===== src/rtl/afloat_pkg.sv =====
package afloat_pkg;
  localparam int unsigned SMP_W    = 24;
  localparam int unsigned EXP_W    = 4;
  localparam int unsigned MAN_W    = 11;
  localparam int unsigned NORM_CAP = 12;
endpackage


===== src/rtl/afloat_lsc.sv =====
// Counts leading positions of the sign-transition word that are zero,
// examining at most CAP positions from the top.
module afloat_lsc #(
  parameter int unsigned W   = afloat_pkg::SMP_W,
  parameter int unsigned CAP = afloat_pkg::NORM_CAP,
  parameter int unsigned CW  = afloat_pkg::EXP_W
) (
  input  logic [W-1:0]  val_i,
  output logic [CW-1:0] cnt_o
);
  logic [W-1:0] probe;
  logic         hit;

  assign probe = val_i ^ {val_i[W-2:0], 1'b0};

  always_comb begin
    hit   = 1'b0;
    cnt_o = '0;
    for (int k = 0; k < CAP; k++) begin
      if (!hit) begin
        if (probe[W-1-k]) hit = 1'b1;
        else              cnt_o = cnt_o + 1'b1;
      end
    end
  end
endmodule


===== src/rtl/afloat_packer.sv =====
module afloat_packer #(
  parameter int unsigned SMP_W    = afloat_pkg::SMP_W,
  parameter int unsigned EXP_W    = afloat_pkg::EXP_W,
  parameter int unsigned MAN_W    = afloat_pkg::MAN_W,
  parameter int unsigned NORM_CAP = afloat_pkg::NORM_CAP,
  localparam int unsigned WORD_W  = 1 + EXP_W + MAN_W
) (
  input  logic [SMP_W-1:0]  smp_i,
  output logic [WORD_W-1:0] word_o,
  output logic [EXP_W-1:0]  exp_o
);
  localparam int unsigned MAX_SH  = NORM_CAP - 1;
  localparam int unsigned MAN_LSB = SMP_W - 2 - MAN_W;

  function automatic logic [MAN_W-1:0] take_mant(input logic [SMP_W-1:0] v,
                                                 input logic [EXP_W-1:0] sh);
    logic [SMP_W-1:0] moved;
    moved = v << sh;
    return moved[MAN_LSB +: MAN_W];
  endfunction

  logic [EXP_W-1:0] sh_amt;

  afloat_lsc #(.W(SMP_W), .CAP(NORM_CAP), .CW(EXP_W)) u_lsc (
    .val_i (smp_i),
    .cnt_o (exp_o)
  );

  assign sh_amt = (exp_o > EXP_W'(MAX_SH)) ? EXP_W'(MAX_SH) : exp_o;
  assign word_o = {smp_i[SMP_W-1], exp_o, take_mant(smp_i, sh_amt)};
endmodule


===== src/rtl/afloat_unpacker.sv =====
module afloat_unpacker #(
  parameter int unsigned SMP_W    = afloat_pkg::SMP_W,
  parameter int unsigned EXP_W    = afloat_pkg::EXP_W,
  parameter int unsigned MAN_W    = afloat_pkg::MAN_W,
  parameter int unsigned NORM_CAP = afloat_pkg::NORM_CAP,
  localparam int unsigned WORD_W  = 1 + EXP_W + MAN_W
) (
  input  logic [WORD_W-1:0] word_i,
  output logic [SMP_W-1:0]  smp_o,
  output logic              clamp_o
);
  localparam int unsigned MAX_SH  = NORM_CAP - 1;
  localparam int unsigned MAN_LSB = SMP_W - 2 - MAN_W;

  // Signed intermediate so that the right shift replicates the sign.
  function automatic logic [SMP_W-1:0] expand(input logic s, input logic clamp,
                                              input logic [MAN_W-1:0] m,
                                              input logic [EXP_W-1:0] sh);
    logic signed [SMP_W-1:0] mid;
    mid = {s, (clamp ? s : ~s), m, {MAN_LSB{1'b0}}};
    return mid >>> sh;
  endfunction

  logic             sgn;
  logic [EXP_W-1:0] expo;
  logic [EXP_W-1:0] sh_amt;
  logic [MAN_W-1:0] mant;

  assign sgn     = word_i[WORD_W-1];
  assign expo    = word_i[MAN_W +: EXP_W];
  assign mant    = word_i[MAN_W-1:0];
  assign clamp_o = (expo > EXP_W'(MAX_SH));
  assign sh_amt  = clamp_o ? EXP_W'(MAX_SH) : expo;
  assign smp_o   = expand(sgn, clamp_o, mant, sh_amt);
endmodule


===== src/rtl/afloat_conv.sv =====
module afloat_conv #(
  parameter int unsigned SMP_W    = afloat_pkg::SMP_W,
  parameter int unsigned EXP_W    = afloat_pkg::EXP_W,
  parameter int unsigned MAN_W    = afloat_pkg::MAN_W,
  parameter int unsigned NORM_CAP = afloat_pkg::NORM_CAP,
  localparam int unsigned WORD_W  = 1 + EXP_W + MAN_W
) (
  input  logic              clk,
  input  logic              rst_n,
  input  logic              pk_valid_i,
  input  logic [SMP_W-1:0]  pk_sample_i,
  output logic              pk_valid_o,
  output logic [WORD_W-1:0] pk_word_o,
  input  logic              up_valid_i,
  input  logic [WORD_W-1:0] up_word_i,
  output logic              up_valid_o,
  output logic [SMP_W-1:0]  up_sample_o
);
  logic [WORD_W-1:0] pk_word_w;
  logic [EXP_W-1:0]  pk_exp_w;
  logic [SMP_W-1:0]  up_sample_w;
  logic              up_clamp_w;

  afloat_packer #(.SMP_W(SMP_W), .EXP_W(EXP_W), .MAN_W(MAN_W),
                  .NORM_CAP(NORM_CAP)) u_pack (
    .smp_i  (pk_sample_i),
    .word_o (pk_word_w),
    .exp_o  (pk_exp_w)
  );

  afloat_unpacker #(.SMP_W(SMP_W), .EXP_W(EXP_W), .MAN_W(MAN_W),
                    .NORM_CAP(NORM_CAP)) u_unpack (
    .word_i  (up_word_i),
    .smp_o   (up_sample_w),
    .clamp_o (up_clamp_w)
  );

  always_ff @(posedge clk) begin
    if (!rst_n) begin
      pk_valid_o  <= 1'b0;
      pk_word_o   <= '0;
      up_valid_o  <= 1'b0;
      up_sample_o <= '0;
    end else begin
      pk_valid_o <= pk_valid_i;
      up_valid_o <= up_valid_i;
      if (pk_valid_i) pk_word_o   <= pk_word_w;
      if (up_valid_i) up_sample_o <= up_sample_w;
    end
  end
endmodule


===== config.mk =====
export PLATFORM = sky130hd
export DESIGN_NAME = afloat_conv
export DESIGN_NICKNAME = d
export VERILOG_FILES = /design/src/rtl/afloat_pkg.sv /design/src/rtl/afloat_lsc.sv /design/src/rtl/afloat_packer.sv /design/src/rtl/afloat_unpacker.sv /design/src/rtl/afloat_conv.sv
export SDC_FILE = /design/constraint.sdc
export NUM_CORES = 1
export LEC_CHECK = 0
export BUFFER_PORTS_ARGS = -buffer_cell sky130_fd_sc_hd__buf_2
export CORE_UTILIZATION = 50
export DETAILED_ROUTE_END_ITERATION = 16
export HOLD_SLACK_MARGIN = 0.02
export PLACE_DENSITY = 0.75
export SLEW_MARGIN = 20
export SYNTH_ARGS = -nofsm -noshare
export SYNTH_HDL_FRONTEND = slang
export SYNTH_SLANG_ARGS = --single-unit

===== constraint.sdc =====
create_clock -name clk -period 9.6 [get_ports clk]
set_input_delay 0.96 -clock clk [delete_from_list [all_inputs] [get_ports clk]]
set_output_delay 0.96 -clock clk [all_outputs]
set_load 0.05 [all_outputs]

==> results of run 1 <==
through the flow:
step / instance area (sq um) / cells / hold WS [ns]
6_report: 4758 / 731 / 0.4644
5_1_grt: 4758 / 731 / 0.4868
4_1_cts: 4758 / 731 / 0.4672
3_5_place_dp: 4646 / 724 / 0.4518
3_3_place_gp: 4646 / 724 / 0.4476
2_1_floorplan: 4274 / 573 / 0.6848
registers in the layout, indices dropped and copies added (netlist names):
register,cells
pk_valid_o,1
up_sample_o,24
pk_word_o,16
up_valid_o,1
worst min-delay path by stage:
stage | endpoint | slack, ns
detailed placement | pk_word_o[4] | 0.45
global route | up_sample_o[18] | 0.49
global placement | up_sample_o[3] | 0.45
CTS | up_sample_o[17] | 0.47
finish | up_sample_o[17] | 0.46
floorplan | pk_word_o[2] | 0.68
layout make-up:
| type | count | area [sq um] | area share (%) |
|---|---|---|---|
| multi-input combinational | 469 | 3147 | 66.13 |
| timing repair buffer | 89 | 455.4 | 9.571 |
| inverter | 19 | 71.32 | 1.499 |
| clock inverter | 1 | 30.03 | 0.6311 |
| sequential | 42 | 840.8 | 17.67 |
| tap | 105 | 131.4 | 2.761 |
| clock buffer | 6 | 82.58 | 1.735 |
placed cells by master, fill, tap and decap left out, types with 4 or more instances in the layout:
master and count:
a211o_1 6, a211oi_1 9, a21oi_1 39, a221oi_1 4
a22oi_1 6, a2bb2oi_1 6, a31o_2 4, a31oi_1 7
and2_1 7, and3_1 6, buf_2 85, buf_4 4
clkbuf_8 6, dfxtp_1 42, ha_1 8, inv_1 18
mux2_2 8, mux2i_1 44, nand2_1 63, nand2b_1 7
nand3_1 11, nand4_1 5, nor2_1 67, nor2b_1 5
nor3_1 16, o2111ai_1 4, o211ai_1 17, o21ai_0 26
o21ai_1 4, o22ai_1 9, xnor2_1 4, xor2_1 7
kinds of logic after synthesis:
kind of cell	count (synthesis)
compound gates	184
mux	54
xor+xnor	14
buf+inv	62
flops	42
simple gates	209
fa+ha+maj	8
worst max-delay path, delay by kind of cell:
family                     cells  cell delay [ns]
buffers and inverters          3             0.34
muxes                          6             1.57
adders and majority gates      6             1.81
AOI/OAI and AO/OA             11             2.63
and+or+nand+nor                6             1.17
report_power, final:
group | leakage (nW) | total, mW | internal, mW | switching [mW]
registers | 0.347 | 0.196 | 0.189 | 0.00771
logic | 1.70 | 0.275 | 0.0911 | 0.184
clock network | 0.0573 | 0.144 | 0.0833 | 0.0611
routing by layer:
layer / up-vias / GRT usage [%] / share of wire, %
li1: 2233 / - / -
met1: 2188 / 38.17 / 45
met2: 236 / 43.06 / 45
met3: 25 / 4.187 / 7.9
met4: 0 / 10.10 / 2.0
met5: - / 0 / 0
==> impl_metrics.toml, run 1 <==
[yosys]
ys_top_cells_by_area = "dfxtp_1 20%, mux2i_1 10%, nor2_1 5.9%"
synthAdderAreaFrac_pct = 2.342
syn_area_per_cell_sq_um = 7.459
synth.cell_area_sq_um = 4274
synthDistinctLibCells = 81
syn_inst = 573
synth_top_family_by_area = "compound AO/OA/AOI/OAI gates"
synth_most_common_cell = "nor2_1"
synth_compound_area_share_pct = 31.29
synth_edf_count = 0
async_reset_ff_share_pct = 0
synth-simple-area-share_pct = 23.19
synthesis.nets = 625
ys.flop_type = "dfxtp_1"
ys_ff_latch = 42
yosysWarnings = 0
synth-seq-area-share_pct = 19.67
synthXorXnorAreaFrac_pct = 3.776
ys_top_cells_by_count = "67 x nor2_1, 63 x nand2_1, 44 x mux2i_1, 42 x dfxtp_1, 39 x a21oi_1"
synth_mux_area_share_pct = 13.03
synth_top_area_share_pct = 19.67
yosys.area.top_type = "dfxtp_1"

[clock_tree]
cts_setup_buffers = 0
cts_max_path_buffers = 2
cts-resized-gates = 0
hold_buffers = 0
path_clk_slew_ns = 0.08
clock-sinks = 42
root_buffer = "clkbuf_8"
numCtsBuffers = 5
clk-insertion-delay-late_ns = 0.29
cts_tree = "done"
htree_levels = 2

[setup_path]
slowest_delay_ns = 0.44
crit_path_end_kind = "flop"
rr_endpoint = "pk_word_o[5]"
worst_path_most_repeated_cell = "ha_1"
setup.worst_path.start = "pk_sample_i[21]"
worst_setup_path_start_kind = "input port"
critPathRequiredTime_ns = 9.79
crit_fanout = 24
crit_end = "pk_word_o[5]"
reg2reg_from = "pk_word_o[5]"
slowest_stage = "a21oi_4"
reg2reg_depth = 2
rrSetupSlack_ns = 8.71
crit_type = "input port to flop"
arrival_ns = 8.49

[route]
postRouteAntennaNets = 0
drc = 0
first_pass_iters = 5
wl_um = 12270
drt_iter0_markers = 282
via_count = 4682
post_drt_wl_per_cell_um = 16.78
via_per_inst = 6.405

[min_path]
whs_path_depth = 2
hold_start = "up_sample_o[17]"
hp-class = "flop to flop"

[grt]
antenna_found_initial = 0
grtUsageTotal_pct = 27.55
grt_pass1_vias = 4121
grt_overflow = 0
grt_max_degree = 36
grt_pass1_wl_um = 19730

[layout]
antenna_cells = 0
fill_cells = 753
area_growth_syn_to_layout_pct = 11.33
drive_above_1_share_pct = 21.25
fin_nets = 678
final_util_pct = 57.62

[timing]
maxSlewHeadroom_pct = 35.84
min_period_ns = 8.297
rsz0062_at_grt = "no"
min_period_over_period_pct = 86.43
setup_ws_ns = 1.303
fmax_mhz = 120.5
clock-skew-final_ns = 0
slew_viol_final = 0
setup-tns-final_ns = 0
worst_slew_pin_slew_ns = 0.9613
finalHoldViolations = 0
setup_viol = 0

[pwr]
p_per_area_nw_per_um2 = 129.3
p_leak_nw = 2.102
vdd_drop_max_mv = 0.1001
total_power_uw = 615.3

[floorplanning]
start_util_pct = 51.76
fp.coreArea_sq_um = 8258
die_h_um = 94.46
num_rows = 33
num_io_pins = 86
dieArea_sq_um = 8922
chipWidth_um = 94.46

[run_status]
run_status = "finished, final reports clean"

[place]
pre_cts_ws_ns = 1.135
place_congestion = 0.9591
portBuffers = 85
hpwl_um = 9297

[run]
max_cap_viol_count = 0
No activity file was read; power rests on OpenSTA's default activity.
==> inputs of run 2 (changes only) <==
--- a/config.mk
+++ b/config.mk
@@ -6,6 +6,7 @@
 export NUM_CORES = 1
 export LEC_CHECK = 0
 export BUFFER_PORTS_ARGS = -buffer_cell sky130_fd_sc_hd__buf_2
+export CORE_ASPECT_RATIO = 0.75
 export CORE_UTILIZATION = 50
 export DETAILED_ROUTE_END_ITERATION = 16
 export HOLD_SLACK_MARGIN = 0.02
==> run 2 against run 1 <==
Worst hold slack about the same; register-to-register slack barely moved; largest cell class unchanged; clock-buffer cell count down 1; first-iteration DRC count rose by 74%; critical endpoint unchanged; via count down 1.2%; cell count is 0.14% higher; utilization up 1.6 points; fmax fell by 0.64%; clock power increased by 23%; critical path depth is the same; total power is 5.7% higher; sequential cell count stayed put.
==> impl_metrics.toml, run 2 (synthesized netlist as in run 1, its figures left out) <==
[run_status]
run_status = "finished, final reports clean"

[floorplanning]
chipWidth_um = 108.8
start_util_pct = 52.81
dieArea_sq_um = 8926
num_rows = 28
die_h_um = 82.07
num_io_pins = 86
fp.coreArea_sq_um = 8093

[grt]
grtUsageTotal_pct = 29.45
grt_pass1_vias = 3989
grt_pass1_wl_um = 20440
antenna_found_initial = 0
grt_max_degree = 36
grt_overflow = 0

[pwr]
p_comb_share_pct = 42.6
p_per_area_nw_per_um2 = 135.6
p_leak_nw = 2.115
vdd_drop_max_mv = 0.09012
p_int_uw = 377.7
power_frac_clock_pct = 27.2
p_seq_share_pct = 30.2
power.switching_uw = 272.5
netSwitchingFraction_pct = 41.91

[layout]
final_util_pct = 59.26
fin_nets = 678
area_growth_syn_to_layout_pct = 12.21
drive_above_1_share_pct = 21.37
largest-register = "up_sample_o"
antenna_cells = 0
design_area_sq_um = 4796
layout_common_cells = "85 x buf_2, 67 x nor2_1, 63 x nand2_1"
reg.largest.list = "up_sample_o (24), pk_word_o (16)"
final_common_cell = "buf_2"
largest_reg_flops = 24

[run]
max_cap_viol_count = 0

[timing]
min_period_over_period_pct = 86.99
slew_viol_final = 0
maxSlewHeadroom_pct = 36.79
clock-skew-final_ns = 0
fmax_mhz = 119.8
hold_ws_ns = 0.4641
rsz0062_at_grt = "no"
setup-tns-final_ns = 0
min_period_ns = 8.351
setup_ws_ns = 1.249
setup_viol = 0
finalHoldViolations = 0
worst_slew_pin_slew_ns = 0.9472

[setup_path]
critPathRequiredTime_ns = 9.78
slowest_stage = "a21oi_4"
crit_type = "input port to flop"
crit_path_end_kind = "flop"
crit_fanout = 24
worst_setup_path_start_kind = "input port"
worst_path_most_repeated_cell = "ha_1"
slowest_delay_ns = 0.45
arrival_ns = 8.53

[clock_tree]
cts_setup_buffers = 0
cts_tree = "done"
clk-insertion-delay-late_ns = 0.29
clock-sinks = 42
path_clk_slew_ns = 0.06
htree_levels = 2
cts_max_path_buffers = 2
root_buffer = "clkbuf_16"
numCtsBuffers = 5
cts-resized-gates = 0
hold_buffers = 0

[place]
portBuffers = 85
place_congestion = 0.9154
post_dp_cell_area_sq_um = 4646
hpwl_um = 9905
pre_cts_ws_ns = 1.068

[route]
postRouteAntennaNets = 0
drt_iter0_markers = 491
first_pass_iters = 5
drc = 0
post_drt_wl_per_cell_um = 17.81
via_per_inst = 6.320
via_count = 4626
wl_um = 13040

[min_path]
hp-class = "flop to flop"
run 2: path summary, 6_finish.rpt:
check             startpoint             end  slack, ns  cells past startpoint
min reg2reg   up_sample_o[3]  up_sample_o[3]       0.46                      2
max          pk_sample_i[21]    pk_word_o[5]       1.25                     32
max reg2reg     pk_word_o[5]    pk_word_o[5]       8.71                      2
min           up_sample_o[3]  up_sample_o[3]       0.46                      2
run 2: worst max-delay path, delay by kind of cell:
| kind | cells | cell delay [ns] |
|---|---|---|
| adder cells (fa/ha/maj) | 6 | 1.84 |
| multiplexers | 6 | 1.49 |
| AND/OR/NAND/NOR | 6 | 1.18 |
| buffers and inverters | 3 | 0.34 |
| AO/OA/AOI/OAI | 11 | 2.70 |
run 2: power groups by stage:
stage,clock network [mW],registers [mW],logic [mW]
2_1_floorplan,0,0.249,0.161
3_3_place_gp,0,0.200,0.267
3_5_place_dp,0,0.200,0.271
4_1_cts,0.178,0.196,0.272
5_1_grt,0.185,0.198,0.298
6_report,0.177,0.196,0.277
run 2: stage by stage:
stage	instances	power, mW
final	732	0.6502
after global routing	732	0.6817
after CTS	732	0.6464
after detailed placement	724	0.4706
after global placement	724	0.4668
after floorplan	573	0.4098
run 2: per-layer routing:
layer,share of wire (%),up-vias,GRT usage (%)
li1,-,2236,-
met1,49,2144,44.76
met2,41,225,42.41
met3,8.8,21,5.000
met4,1.5,0,6.622
met5,0,-,0
run 2: layout make-up:
type | count | area [sq um]
timing repair buffer | 89 | 455.4
inverter | 19 | 71.32
tap | 105 | 131.4
multi-input combinational | 469 | 3147
clock buffer | 5 | 125.1
fill | 737 | 3297
clock inverter | 3 | 25.02
sequential | 42 | 840.8
==> inputs of run 3 (changes only) <==
--- a/config.mk
+++ b/config.mk
@@ -7,10 +7,10 @@
 export LEC_CHECK = 0
 export BUFFER_PORTS_ARGS = -buffer_cell sky130_fd_sc_hd__buf_2
 export CORE_ASPECT_RATIO = 0.75
-export CORE_UTILIZATION = 50
+export CORE_UTILIZATION = 57
 export DETAILED_ROUTE_END_ITERATION = 16
 export HOLD_SLACK_MARGIN = 0.02
-export PLACE_DENSITY = 0.75
+export PLACE_DENSITY = 0.83
 export SLEW_MARGIN = 20
 export SYNTH_ARGS = -nofsm -noshare
 export SYNTH_HDL_FRONTEND = slang
==> run 3 against run 2 <==
Worst hold slack better by 0.0087 ns; largest power group unchanged; setup slack worse by 0.056 ns; register-to-register slack better by 0.03 ns; combinational power about the same; global-route usage up 4.9 points; final area down 1.6%; sequential share of layout area up 0.28 points; first-iteration DRC count down 14%; critical path depth unchanged; clock power down 38%; fmax down 0.67%.
==> impl_metrics.toml, run 3 (synthesized netlist as in run 1, its figures left out) <==
[run_status]
run_status = "finished, final reports clean"

[grt]
grtUsageTotal_pct = 34.31
grt_pass1_wl_um = 21450
grt_max_degree = 36
met3_usage_pct = 6.290
grt_pass1_vias = 4205
grt_overflow = 0
antenna_found_initial = 0
use_met1_pct = 53.61
use_met2_pct = 48.19
grt_busiest_layer = "met1"

[layout]
reg.largest.list = "up_sample_o (24), pk_word_o (16)"
fin_nets = 679
design_area_sq_um = 4721
drive_above_1_share_pct = 21.05
final_common_cell = "buf_2"
antenna_cells = 0
area_growth_syn_to_layout_pct = 10.45
largest-register = "up_sample_o"
largest_reg_flops = 24
final_cells = 725
layout_common_cells = "85 x buf_2, 67 x nor2_1, 63 x nand2_1"
final_util_pct = 67.18
fill_cells = 652

[timing]
maxSlewHeadroom_pct = 33.94
min_period_over_period_pct = 87.57
hold_ws_ns = 0.4728
finalHoldViolations = 0
clock-skew-final_ns = 0
min_period_ns = 8.407
setup-tns-final_ns = 0
setup_ws_ns = 1.193
slew_viol_final = 0
rsz0062_at_grt = "no"
worst_slew_pin_slew_ns = 0.9909
setup_viol = 0
fmax_mhz = 119.0

[floorplanning]
start_util_pct = 60.83
chipWidth_um = 102.0
die_h_um = 76.99
num_io_pins = 86
dieArea_sq_um = 7852
num_rows = 26
fp.coreArea_sq_um = 7027

[clock_tree]
clock-sinks = 42
cts_max_path_buffers = 2
cts-resized-gates = 0
htree_levels = 2
path_clk_slew_ns = 0.08
cts_tree = "done"
cts_setup_buffers = 0
hold_buffers = 0
root_buffer = "clkbuf_8"
numCtsBuffers = 5
clk-insertion-delay-late_ns = 0.29

[setup_path]
critPathRequiredTime_ns = 9.80
rrSetupSlack_ns = 8.74
slowest_delay_ns = 0.45
reg2reg_depth = 2
slowest_stage = "a21oi_4"
worst_setup_path_start_kind = "input port"
reg2reg_from = "pk_word_o[5]"
rr_endpoint = "pk_word_o[5]"
crit_type = "input port to flop"
arrival_ns = 8.60
crit_fanout = 24
worst_path_most_repeated_cell = "ha_1"
crit_path_end_kind = "flop"

[route]
via_count = 4761
drt_iter0_markers = 423
wl_um = 13130
first_pass_iters = 5
drc = 0
via_per_inst = 6.567
post_drt_wl_per_cell_um = 18.11
postRouteAntennaNets = 0

[place]
dp_cells = 718
place_congestion = 1.004
portBuffers = 85
hpwl_um = 10030
pre_cts_ws_ns = 1.001
post_dp_cell_area_sq_um = 4644

[min_path]
whs_path_depth = 1
hp-class = "flop to flop"
hold_start = "pk_word_o[0]"
hold_end = "pk_word_o[0]"

[run]
max_cap_viol_count = 0

[pwr]
vdd_drop_max_mv = 0.09081
p_per_area_nw_per_um2 = 124.1
p_leak_nw = 2.089
total_power_uw = 585.7
-- run 3: cell types whose count changed in the layout (fill, tap and decap cells not counted), sizes merged --
cell,change
buf,+1
clkbuf,+2
clkinv,-1
clkinvlp,-1
inv,-1
-- run 3: final cells by class --
class | instances | area [sq um] | area share, %
multi-input combinational | 469 | 3147 | 66.66
sequential | 42 | 840.8 | 17.81
timing repair buffer | 90 | 462.9 | 9.807
tap | 98 | 122.6 | 2.597
clock buffer | 7 | 76.32 | 1.617
inverter | 19 | 71.32 | 1.511
-- run 3: worst max-delay path, delay by kind of cell --
kind	cells	cell delay, ns
simple gates	6	1.17
buf+inv	3	0.32
fa+ha+maj	6	1.83
compound gates	11	2.78
mux	6	1.51
-- run 3: worst max-delay path by stage --
stage / slack [ns] / to / from
2_1_floorplan: 1.98 / pk_word_o[0] / pk_sample_i[22]
3_3_place_gp: 1.30 / pk_word_o[5] / pk_sample_i[21]
3_5_place_dp: 1.00 / pk_word_o[5] / pk_sample_i[21]
4_1_cts: 1.30 / pk_word_o[5] / pk_sample_i[21]
5_1_grt: 0.73 / pk_word_o[5] / pk_sample_i[21]
6_report: 1.19 / pk_word_o[5] / pk_sample_i[21]
-- run 3: report_power, final --
group | internal (mW) | switching (mW)
combinational | 0.0914 | 0.188
clock | 0.0502 | 0.0589
sequential | 0.189 | 0.00827
total | 0.330 | 0.256
-- run 3: layer usage --
layer	up-vias	share of wire (%)
met5	-	0
met4	0	1.1
met3	24	12
met2	311	41
met1	2194	46
li1	2232	-
